### config.mk
export PLATFORM = sky130hd
export DESIGN_NAME = qdr_burst_ctrl
export DESIGN_NICKNAME = d
export VERILOG_FILES = /design/src/rtl/qdr_burst_pkg.sv /design/src/rtl/qdr_burst_ctrl_fsm.sv /design/src/rtl/qdr_burst_datapath.sv /design/src/rtl/qdr_burst_ctrl.sv
export SDC_FILE = /design/constraint.sdc
export NUM_CORES = 1
export LEC_CHECK = 0
export BUFFER_PORTS_ARGS = -buffer_cell sky130_fd_sc_hd__buf_2
export CAP_MARGIN = 0
export CELL_PAD_IN_SITES_DETAIL_PLACEMENT = 1
export CELL_PAD_IN_SITES_GLOBAL_PLACEMENT = 1
export CORE_MARGIN = 10
export CORE_UTILIZATION = 42
export CTS_CLUSTER_DIAMETER = 120
export DETAILED_ROUTE_END_ITERATION = 16
export PLACE_DENSITY = 0.87
export SYNTH_ARGS = -nofsm -noshare
export SYNTH_HDL_FRONTEND = slang
export SYNTH_SLANG_ARGS = --single-unit
### constraint.sdc
create_clock -name clk -period 3.5 [get_ports clk]
set_clock_uncertainty 0.2 [all_clocks]
set_input_delay 0.175 -clock clk [delete_from_list [all_inputs] [get_ports clk]]
set_output_delay 0.175 -clock clk [all_outputs]
set_load 0.05 [all_outputs]
### src/rtl/qdr_burst_pkg.sv
package qdr_burst_pkg;
  localparam int BURST_LEN = 4;
  localparam int FRAME_W = 2;

  typedef struct packed {
    logic running;
    logic [FRAME_W-1:0] frame;
    logic acceptRd;
    logic acceptWr;
    logic issueRd;
    logic issueWr;
    logic driveWr;
  } ctl_strobe_t;
endpackage

### src/rtl/qdr_burst_ctrl_fsm.sv
module qdr_burst_ctrl_fsm
  import qdr_burst_pkg::*;
#(
  parameter int START_DELAY = 16
) (
  input  logic        clk,
  input  logic        rstN,
  input  logic        rdValid,
  input  logic        wrValid,
  output logic        rdReady,
  output logic        wrReady,
  output ctl_strobe_t str
);
  localparam int CNT_W = $clog2(START_DELAY + 1);
  localparam int BEAT_W = $clog2(BURST_LEN + 1);

  logic [CNT_W-1:0]   startCnt;
  logic               running;
  logic [FRAME_W-1:0] frameQ;
  logic               rdPendQ;
  logic               wrPendQ;
  logic [BEAT_W-1:0]  beatsLeft;
  logic               acceptRd;
  logic               acceptWr;
  logic               issueRd;
  logic               issueWr;

  always_ff @(posedge clk) begin
    if (!rstN) begin
      startCnt <= '0;
      running  <= 1'b0;
    end else if (!running) begin
      startCnt <= startCnt + 1'b1;
      running  <= (startCnt == CNT_W'(START_DELAY - 1));
    end
  end

  always_ff @(posedge clk) begin
    if (!rstN) frameQ <= '0;
    else if (running) frameQ <= frameQ + 1'b1;
  end

  assign rdReady  = running && !rdPendQ;
  assign wrReady  = running && !wrPendQ;
  assign acceptRd = rdValid && rdReady;
  assign acceptWr = wrValid && wrReady;
  assign issueRd  = rdPendQ && (frameQ == FRAME_W'(0));
  assign issueWr  = wrPendQ && (frameQ == FRAME_W'(1));

  always_ff @(posedge clk) begin
    if (!rstN) begin
      rdPendQ <= 1'b0;
      wrPendQ <= 1'b0;
    end else begin
      if (issueRd) rdPendQ <= 1'b0;
      else if (acceptRd) rdPendQ <= 1'b1;
      if (issueWr) wrPendQ <= 1'b0;
      else if (acceptWr) wrPendQ <= 1'b1;
    end
  end

  always_ff @(posedge clk) begin
    if (!rstN) beatsLeft <= '0;
    else if (issueWr) beatsLeft <= BEAT_W'(BURST_LEN);
    else if (beatsLeft != '0) beatsLeft <= beatsLeft - 1'b1;
  end

  always_comb begin
    str.running  = running;
    str.frame    = frameQ;
    str.acceptRd = acceptRd;
    str.acceptWr = acceptWr;
    str.issueRd  = issueRd;
    str.issueWr  = issueWr;
    str.driveWr  = (beatsLeft != '0);
  end

  // ready drops right after an acceptance
  p_ready_drop_r7: assert property (@(posedge clk) disable iff (!rstN)
    acceptRd |=> !rdReady);
  // read issue spacing of at least four cycles
  p_rd_spacing_r7: assert property (@(posedge clk) disable iff (!rstN)
    issueRd |=> !issueRd ##1 !issueRd ##1 !issueRd);
  p_wr_spacing_r7: assert property (@(posedge clk) disable iff (!rstN)
    issueWr |=> !issueWr ##1 !issueWr ##1 !issueWr);
  // a write issue is followed by four driven beats
  p_wr_burst_r5: assert property (@(posedge clk) disable iff (!rstN)
    issueWr |=> str.driveWr ##1 str.driveWr ##1 str.driveWr ##1 str.driveWr);
endmodule

### src/rtl/qdr_burst_datapath.sv
module qdr_burst_datapath
  import qdr_burst_pkg::*;
#(
  parameter int WORD_W = 18,
  parameter int ADDR_W = 18,
  parameter int TAG_W  = 4,
  parameter int RD_LAT = 2
) (
  input  logic                        clk,
  input  logic                        rstN,
  input  ctl_strobe_t                 str,
  input  logic [ADDR_W-1:0]           rdAddr,
  input  logic [TAG_W-1:0]            rdTag,
  input  logic [ADDR_W-1:0]           wrAddr,
  input  logic [BURST_LEN*WORD_W-1:0] wrData,
  output logic                        memK,
  output logic                        memKn,
  output logic [ADDR_W-1:0]           memAddr,
  output logic                        memRdN,
  output logic                        memWrN,
  output logic [WORD_W-1:0]           memD,
  input  logic [WORD_W-1:0]           memQ,
  output logic                        rspValid,
  output logic [TAG_W-1:0]            rspTag,
  output logic [BURST_LEN*WORD_W-1:0] rspData
);
  localparam int PIPE_N = RD_LAT + BURST_LEN;

  logic [ADDR_W-1:0] rdAddrQ;
  logic [TAG_W-1:0]  rdTagQ;
  logic [ADDR_W-1:0] wrAddrQ;
  logic [WORD_W-1:0] wrStage [BURST_LEN];
  logic [WORD_W-1:0] wrBurst [BURST_LEN];
  logic [WORD_W-1:0] capQ    [BURST_LEN];
  logic              pipeVld [PIPE_N];
  logic [TAG_W-1:0]  pipeTag [PIPE_N];

  always_ff @(posedge clk) begin
    if (!rstN) begin
      rdAddrQ <= '0;
      rdTagQ  <= '0;
      wrAddrQ <= '0;
    end else begin
      if (str.acceptRd) begin
        rdAddrQ <= rdAddr;
        rdTagQ  <= rdTag;
      end
      if (str.acceptWr) wrAddrQ <= wrAddr;
    end
  end

  for (genvar w = 0; w < BURST_LEN; w++) begin : g_wr
    always_ff @(posedge clk) begin
      if (!rstN) begin
        wrStage[w] <= '0;
        wrBurst[w] <= '0;
      end else begin
        if (str.acceptWr) wrStage[w] <= wrData[w*WORD_W +: WORD_W];
        if (str.issueWr) wrBurst[w] <= wrStage[w];
        else if (str.driveWr)
          wrBurst[w] <= (w == BURST_LEN - 1) ? '0 : wrBurst[(w + 1) % BURST_LEN];
      end
    end
  end

  assign memK    = str.running && !str.frame[0];
  assign memKn   = str.running && str.frame[0];
  assign memRdN  = !str.issueRd;
  assign memWrN  = !str.issueWr;
  assign memD    = str.driveWr ? wrBurst[0] : '0;
  assign memAddr = str.issueRd ? rdAddrQ : (str.issueWr ? wrAddrQ : '0);

  for (genvar w = 0; w < BURST_LEN; w++) begin : g_cap
    always_ff @(posedge clk) begin
      if (!rstN) capQ[w] <= '0;
      else capQ[w] <= (w == BURST_LEN - 1) ? memQ : capQ[(w + 1) % BURST_LEN];
    end
    assign rspData[w*WORD_W +: WORD_W] = capQ[w];
  end

  always_ff @(posedge clk) begin
    if (!rstN) begin
      pipeVld[0] <= 1'b0;
      pipeTag[0] <= '0;
    end else begin
      pipeVld[0] <= str.issueRd;
      pipeTag[0] <= rdTagQ;
    end
  end

  for (genvar s = 1; s < PIPE_N; s++) begin : g_pipe
    always_ff @(posedge clk) begin
      if (!rstN) begin
        pipeVld[s] <= 1'b0;
        pipeTag[s] <= '0;
      end else begin
        pipeVld[s] <= pipeVld[s-1];
        pipeTag[s] <= pipeTag[s-1];
      end
    end
  end

  assign rspValid = pipeVld[PIPE_N-1];
  assign rspTag   = pipeTag[PIPE_N-1];

  // silent until start-up completes
  p_idle_start_r1: assert property (@(posedge clk) disable iff (!rstN)
    !str.running |-> memRdN && memWrN && (memD == '0) && !memK && !memKn);
  // clocks complementary and toggling
  p_clk_compl_r2: assert property (@(posedge clk) disable iff (!rstN)
    memK |=> memKn && !memK);
  // read address only in the true-clock read slot
  p_rd_slot_r3: assert property (@(posedge clk) disable iff (!rstN)
    !memRdN |-> memK && (str.frame == FRAME_W'(0)));
  // write address only in the complementary-clock slot
  p_wr_slot_r4: assert property (@(posedge clk) disable iff (!rstN)
    !memWrN |-> memKn && memRdN);
endmodule

### src/rtl/qdr_burst_ctrl.sv
module qdr_burst_ctrl
  import qdr_burst_pkg::*;
#(
  parameter int WORD_W      = 18,
  parameter int ADDR_W      = (WORD_W == 36) ? 17 : 18,
  parameter int TAG_W       = 4,
  parameter int RD_LAT      = 2,
  parameter int START_DELAY = 16
) (
  input  logic                        clk,
  input  logic                        rstN,
  input  logic                        rdValid,
  output logic                        rdReady,
  input  logic [ADDR_W-1:0]           rdAddr,
  input  logic [TAG_W-1:0]            rdTag,
  input  logic                        wrValid,
  output logic                        wrReady,
  input  logic [ADDR_W-1:0]           wrAddr,
  input  logic [BURST_LEN*WORD_W-1:0] wrData,
  output logic                        memK,
  output logic                        memKn,
  output logic [ADDR_W-1:0]           memAddr,
  output logic                        memRdN,
  output logic                        memWrN,
  output logic [WORD_W-1:0]           memD,
  input  logic [WORD_W-1:0]           memQ,
  output logic                        rspValid,
  output logic [TAG_W-1:0]            rspTag,
  output logic [BURST_LEN*WORD_W-1:0] rspData
);
  ctl_strobe_t str;

  qdr_burst_ctrl_fsm #(.START_DELAY(START_DELAY)) ctrl_i (
    .clk(clk), .rstN(rstN), .rdValid(rdValid), .wrValid(wrValid),
    .rdReady(rdReady), .wrReady(wrReady), .str(str)
  );

  qdr_burst_datapath #(
    .WORD_W(WORD_W), .ADDR_W(ADDR_W), .TAG_W(TAG_W), .RD_LAT(RD_LAT)
  ) dp_i (
    .clk(clk), .rstN(rstN), .str(str),
    .rdAddr(rdAddr), .rdTag(rdTag), .wrAddr(wrAddr), .wrData(wrData),
    .memK(memK), .memKn(memKn), .memAddr(memAddr), .memRdN(memRdN),
    .memWrN(memWrN), .memD(memD), .memQ(memQ),
    .rspValid(rspValid), .rspTag(rspTag), .rspData(rspData)
  );
endmodule

== Word level (Yosys, flattened, before mapping) ==
Memory sizes are Yosys's and may differ from the RTL's.
Index checks and enable logic that the tools add are counted.
Operators by class
  multiplexer cells: 46
  add/sub/neg operators: 3
  bitwise logic cells: 29
  eq/ne operators: 2
  reduce and logical (&&, ||, !) cells: 18
Operators with widths (number)
  $mux 18: 19
  $or 1x1->1: 28
  $mux 4: 6
  $mux 1: 19
  $logic_and 1x1->1: 8
  $mux 3: 2
  $add 5x1->5 const B: 1
  $eq 5x4->1 const B: 1
  $logic_not 1->1: 5
  $reduce_or 2->1: 2
  $reduce_bool 3->1: 1
  $sub 3x1->3 const B: 1
  $add 2x1->2 const B: 1
  $eq 2x1->1 const B: 1
  $logic_not 2->1: 1
  $reduce_bool 2->1: 1
  $not 1->1: 1
Storage, ports and cells
  memories kept: 5
  bits in writable memories: 246
  output and inout bits: 119
  register bits after elaboration: 53
  input port bits: 134
Memory list
  dp_i.capQ: depth 4, width 18, rd ports 4, clocked after Yosys merged registers in 0, write ports 4, RTL line qdr_burst_datapath.sv:34  | logic [WORD_W-1:0] capQ [BURST_LEN];
  dp_i.wrBurst: depth 4, width 18, rd ports 4, clocked after Yosys merged registers in 0, write ports 4, RTL line qdr_burst_datapath.sv:33  | logic [WORD_W-1:0] wrBurst [BURST_LEN];
  dp_i.wrStage: depth 4, width 18, rd ports 4, clocked after Yosys merged registers in 0, write ports 4, RTL line qdr_burst_datapath.sv:32  | logic [WORD_W-1:0] wrStage [BURST_LEN];
  dp_i.pipeTag: depth 6, width 4, rd ports 6, clocked after Yosys merged registers in 0, write ports 6, RTL line qdr_burst_datapath.sv:36  | logic [TAG_W-1:0] pipeTag [PIPE_N];
  dp_i.pipeVld: depth 6, width 1, rd ports 6, clocked after Yosys merged registers in 0, write ports 6, RTL line qdr_burst_datapath.sv:35  | logic pipeVld [PIPE_N];

== Longest topological paths before layout ==
  depth after elaboration: 7
  mapped depth: 7

== Cells and area by module ==
From an unflattened synthesis, not the netlist that was laid out.
Unflattened totals
  cell total of the unflattened synthesis: 834
  area, all modules: 11064.4 um^2
Modules (own cells, without submodules)
  qdr_burst_datapath: area each 10375.0 um^2, sequential area each 7166.9 um^2, cells each 761, times used 1
  qdr_burst_ctrl_fsm: area each 689.4 um^2, sequential area each 260.2 um^2, cells each 73, times used 1

== Worst setup path after synthesis ==
Ideal clock, no wire load.
  path kind: reg2reg
  from: register ctrl_i.wrPendQ
  to: memory dp_i.wrStage[0][0], enable pin
  clock period less this slack: 2.975 ns
  cell stages (with the launch flop): 5
  data required time: 2.874 ns
  path buffers: 1
  arrival time: 2.349 ns
  setup slack: 0.525 ns
  setup time: 0.426 ns
  cell sequence: dfxtp_1 and2b_4 a21oi_4 buf_6 inv_1
RTL lines
  start: declaration: RTL line qdr_burst_ctrl_fsm.sv:21  | logic wrPendQ;
  start signal: assignment: RTL line qdr_burst_ctrl_fsm.sv:53  | wrPendQ <= 1'b0;
  start signal: assignment: RTL line qdr_burst_ctrl_fsm.sv:57  | if (issueWr) wrPendQ <= 1'b0;
  start signal: assignment: RTL line qdr_burst_ctrl_fsm.sv:58  | else if (acceptWr) wrPendQ <= 1'b1;
  end: declaration: RTL line qdr_burst_datapath.sv:32

== Worst setup path in the final report ==
  from: register ctrl_i.frameQ[0]
  to: output port memAddr[0]
Between the ends
  cells in the longest elaborated chain, start to end: 4
  elaborated cells between the ends (all ways): 6
  classes of those cells: 1 x eq/ne; 2 x mux; 3 x reduce/logical
RTL lines
  start: declaration: RTL line qdr_burst_ctrl_fsm.sv:19  | logic [FRAME_W-1:0] frameQ;
  start signal: assignment: RTL line qdr_burst_ctrl_fsm.sv:40  | else if (running) frameQ <= frameQ + 1'b1;
  $eq 2x1->1: RTL line qdr_burst_ctrl_fsm.sv:48  | assign issueWr = wrPendQ && (frameQ == FRAME_W'(1));
  $logic_and 1x1->1: RTL line qdr_burst_ctrl_fsm.sv:48
  $mux 18: RTL line qdr_burst_datapath.sv:71  | assign memAddr = str.issueRd ? rdAddrQ : (str.issueWr ? wrAddrQ : '0);
  $mux 18 (*): RTL line qdr_burst_datapath.sv:71
  end: declaration: RTL line qdr_burst_ctrl.sv:22  | output logic [ADDR_W-1:0] memAddr,
Every way passes the cells marked *; elsewhere a longest branch is shown, timed or not.

==> flow_summary.ini <==
[sta]
setup_violations = 0
tightest_slew_ns = 1.12
finalSetupTns_ns = 0
hold_violations = 0
relSlewSlack_pct = 25.0
hold-worst-slack_ns = 0.178
finalMaxSlewViolations = 0
grt_setup_unrepaired = no
period_share_pct = 91.7
finalCriticalPeriod_ns = 3.21
fmax_ghz = 0.312

[detailed_routing]
drt-initial-drc-count = 446
drc = 0
drt-total-wl_um = 32900
vias = 7459
drtAntennaViolNets = 0
first_pass_iters = 5
wl_per_cell_um = 21.6
post_drt_via_cell_ratio = 4.89

[floorplan]
coreArea_um2 = 24500
die_x_um = 178
die_h_um = 178
std_cell_rows = 57
io_pins = 253
dieArea_um2 = 31800
start_util_pct = 42.9

[critical_path]
end_kind = output pin
critPathMaxFanout = 20
worstSetupPathType = register to output pin
worst-path-buf-inv = 2
slowest_stage = nor2_4
path_delay_family = simple AND/OR/NAND/NOR gates
cp_cell_sequence = inv_1 -> ha_1 -> and2_1 -> nor2_4 -> a22o_1 -> buf_2
critPathMaxStageDelay_ns = 0.54
cp.required_ns = 3.12
start_kind = register
cp.arrival_ns = 2.83

[clocking]
cts_made_buffers = 31
cts_tree = done
cts_buffer_depth = 3
cts_setup_buffers = 0
cts_resized = 0
clkLatencyLatePin_ns = 0.56
cts.sinks = 299
htreeDepth = 1
root_buffer = clkbuf_16
clk_pin_slew_ns = 0.07

[grt]
grt_pass1_wl_um = 50100
grt_pass1_vias = 8504
grt_overflow_total = 0
antenna_found_initial = 3
grt_max_degree = 143
grt_usage_pct = 20.1

[layout]
syn_to_final_growth_pct = 38.4
drive_gt1_share_pct = 27.0
nNetsFinal = 1312
final_util_pct = 59.4
fin_area_um2 = 14600
fin_cells = 1524

[power]
power_leakage_uw = 0.00639
peakVddDrop_mv = 0.445
power_density_nw_per_um2 = 629

[yosys]
yosysTopAreaCell = edfxtp_1
synth_cells = 781
ys_types = 33
yosysWarnings = 0
synth_area_um2 = 10500
synth_top_area_share_pct = 41.1
synth.avg_cell_area_um2 = 13.5
synth-seq-cells = 299
synthTopCellsByArea = edfxtp_1 (41%), dfxtp_1 (29%), and2_1 (13%)
synth_fp_nets = 921
seq_area_frac_synth_pct = 70.5

[placed_design]
portBuffers = 252
dp_cells = 1311
dp_hpwl_um = 18400
dpl_cell_area_um2 = 12000
routabilityCongestion = 0.756

[run_status]
outcome = completed

[min_path]
worstHoldPathType = primary input to register

[job]
cap_violations = 0
## area by class of cell
| type | instances | area (µm²) |
|---|---|---|
| Inverter | 8 | 30.0 |
| Sequential cell | 299 | 7430 |
| Clock buffer | 43 | 902 |
| Clock inverter | 15 | 143 |
| Timing Repair Buffer | 412 | 2870 |
| Tap cell | 324 | 405 |
| Multi-Input combinational cell | 420 | 2790 |
| Fill cell | 2480 | 9960 |
| Antenna cell | 3 | 7.51 |
## stage by stage
stage,total power [µW],setup slack (ns)
after floorplan,5290,0.525
after global placement,5630,1.02
after detailed placement,5700,0.954
after CTS,9140,0.374
after global routing,9500,0.119
final,9160,0.290
## layout by cell type (no fill, tap or decap), drive strengths merged
cell         instances
nor2b                3
bufinv               2
and3                 2
mux2i                3
nand2b               3
dfxtp              155
inv                 10
o21ai               22
a21oi                5
edfxtp             144
or2                  2
nand2               28
and2               211
a211oi               1
xor2                 2
ha                   6
nand3               18
clkinvlp             2
and2b                1
dlygate4sd3        152
diode                3
clkbuf              43
clkinv               9
xnor2                3
nand3b               2
buf                260
nor2                17
a22o                90
nand4b               1
## sequential cells by signal (all words and copies together) (netlist names)
register	flops
dp_i.rdAddrQ	18
dp_i.pipeVld	6
dp_i.wrStage	72
ctrl_i.frameQ	2
dp_i.pipeTag	24
dp_i.wrBurst	72
ctrl_i.running	1
dp_i.capQ	72
dp_i.wrAddrQ	18
ctrl_i.beatsLeft	3
dp_i.rdTagQ	4
ctrl_i.rdPendQ	1
ctrl_i.startCnt	5
ctrl_i.wrPendQ	1
## worst min-delay path, cell delays in order
cell and delay, ns:
dlygate4sd3_1 0.53, buf_2 0.10, and2_1 0.11
## power breakdown
part	total [µW]	switching (µW)	internal, µW
registers	4400	191	4210
logic	1410	960	446
clock network	3360	1410	1950
## kinds of logic after synthesis
family	Yosys count	share of synthesized area [%]
DFF	299	70.5
and+or+nand+nor	288	16.1
AOI/OAI and AO/OA	118	8.95
buffers and inverters	62	3.03
adders and majority gates	6	0.713
xor gates and xnor gates	5	0.416
muxes	3	0.285
## worst paths after layout
kind / to / startpoint / slack, ns / depth (start not counted)
worst max register to register: dp_i.wrAddrQ[5]$_SDFFE_PN0P_ / ctrl_i.running$_SDFF_PN0_ / 0.79 / 5
worst min-delay path: dp_i.capQ[3][17]$_SDFF_PN0_ / memQ[17] / 0.18 / 3
worst max-delay path: memAddr[0] / ctrl_i.frameQ[0]$_SDFFE_PN0P_ / 0.29 / 6
worst min register to register: dp_i.pipeVld[2][0]$_DFF_P_ / dp_i.pipeVld[1][1]$_DFF_P_ / 0.23 / 1
## metal layers
layer  wire, µm  vias to the layer above  track usage, %
li1           -                     3495               -
met5          0                        -               0
met3       1670                       68            4.02
met1      12100                     3673            21.1
met4       1030                        0            7.58
met2      18100                      223            38.5
## cells in the mapped netlist (all sizes together)
library cell  instances
a22o                 90
nand3b                2
nand2                28
mux2i                 3
dfxtp               155
a21oi                 5
o21ai                22
ha                    6
and2                211
xor2                  2
nand4b                1
edfxtp              144
or2                   2
nor2b                 3
inv                   8
clkbuf               29
and2b                 1
nand3                18
nand2b                3
a211oi                1
and3                  2
nor2                 17
xnor2                 3
buf                  25
## what timing repair did
item                                    in CTS  in global routing
hold buffers                               152                  0
endpoints found under the hold margin      142                  0
endpoints found under the setup margin       0                  0
(Power assumes the default switching activity.)
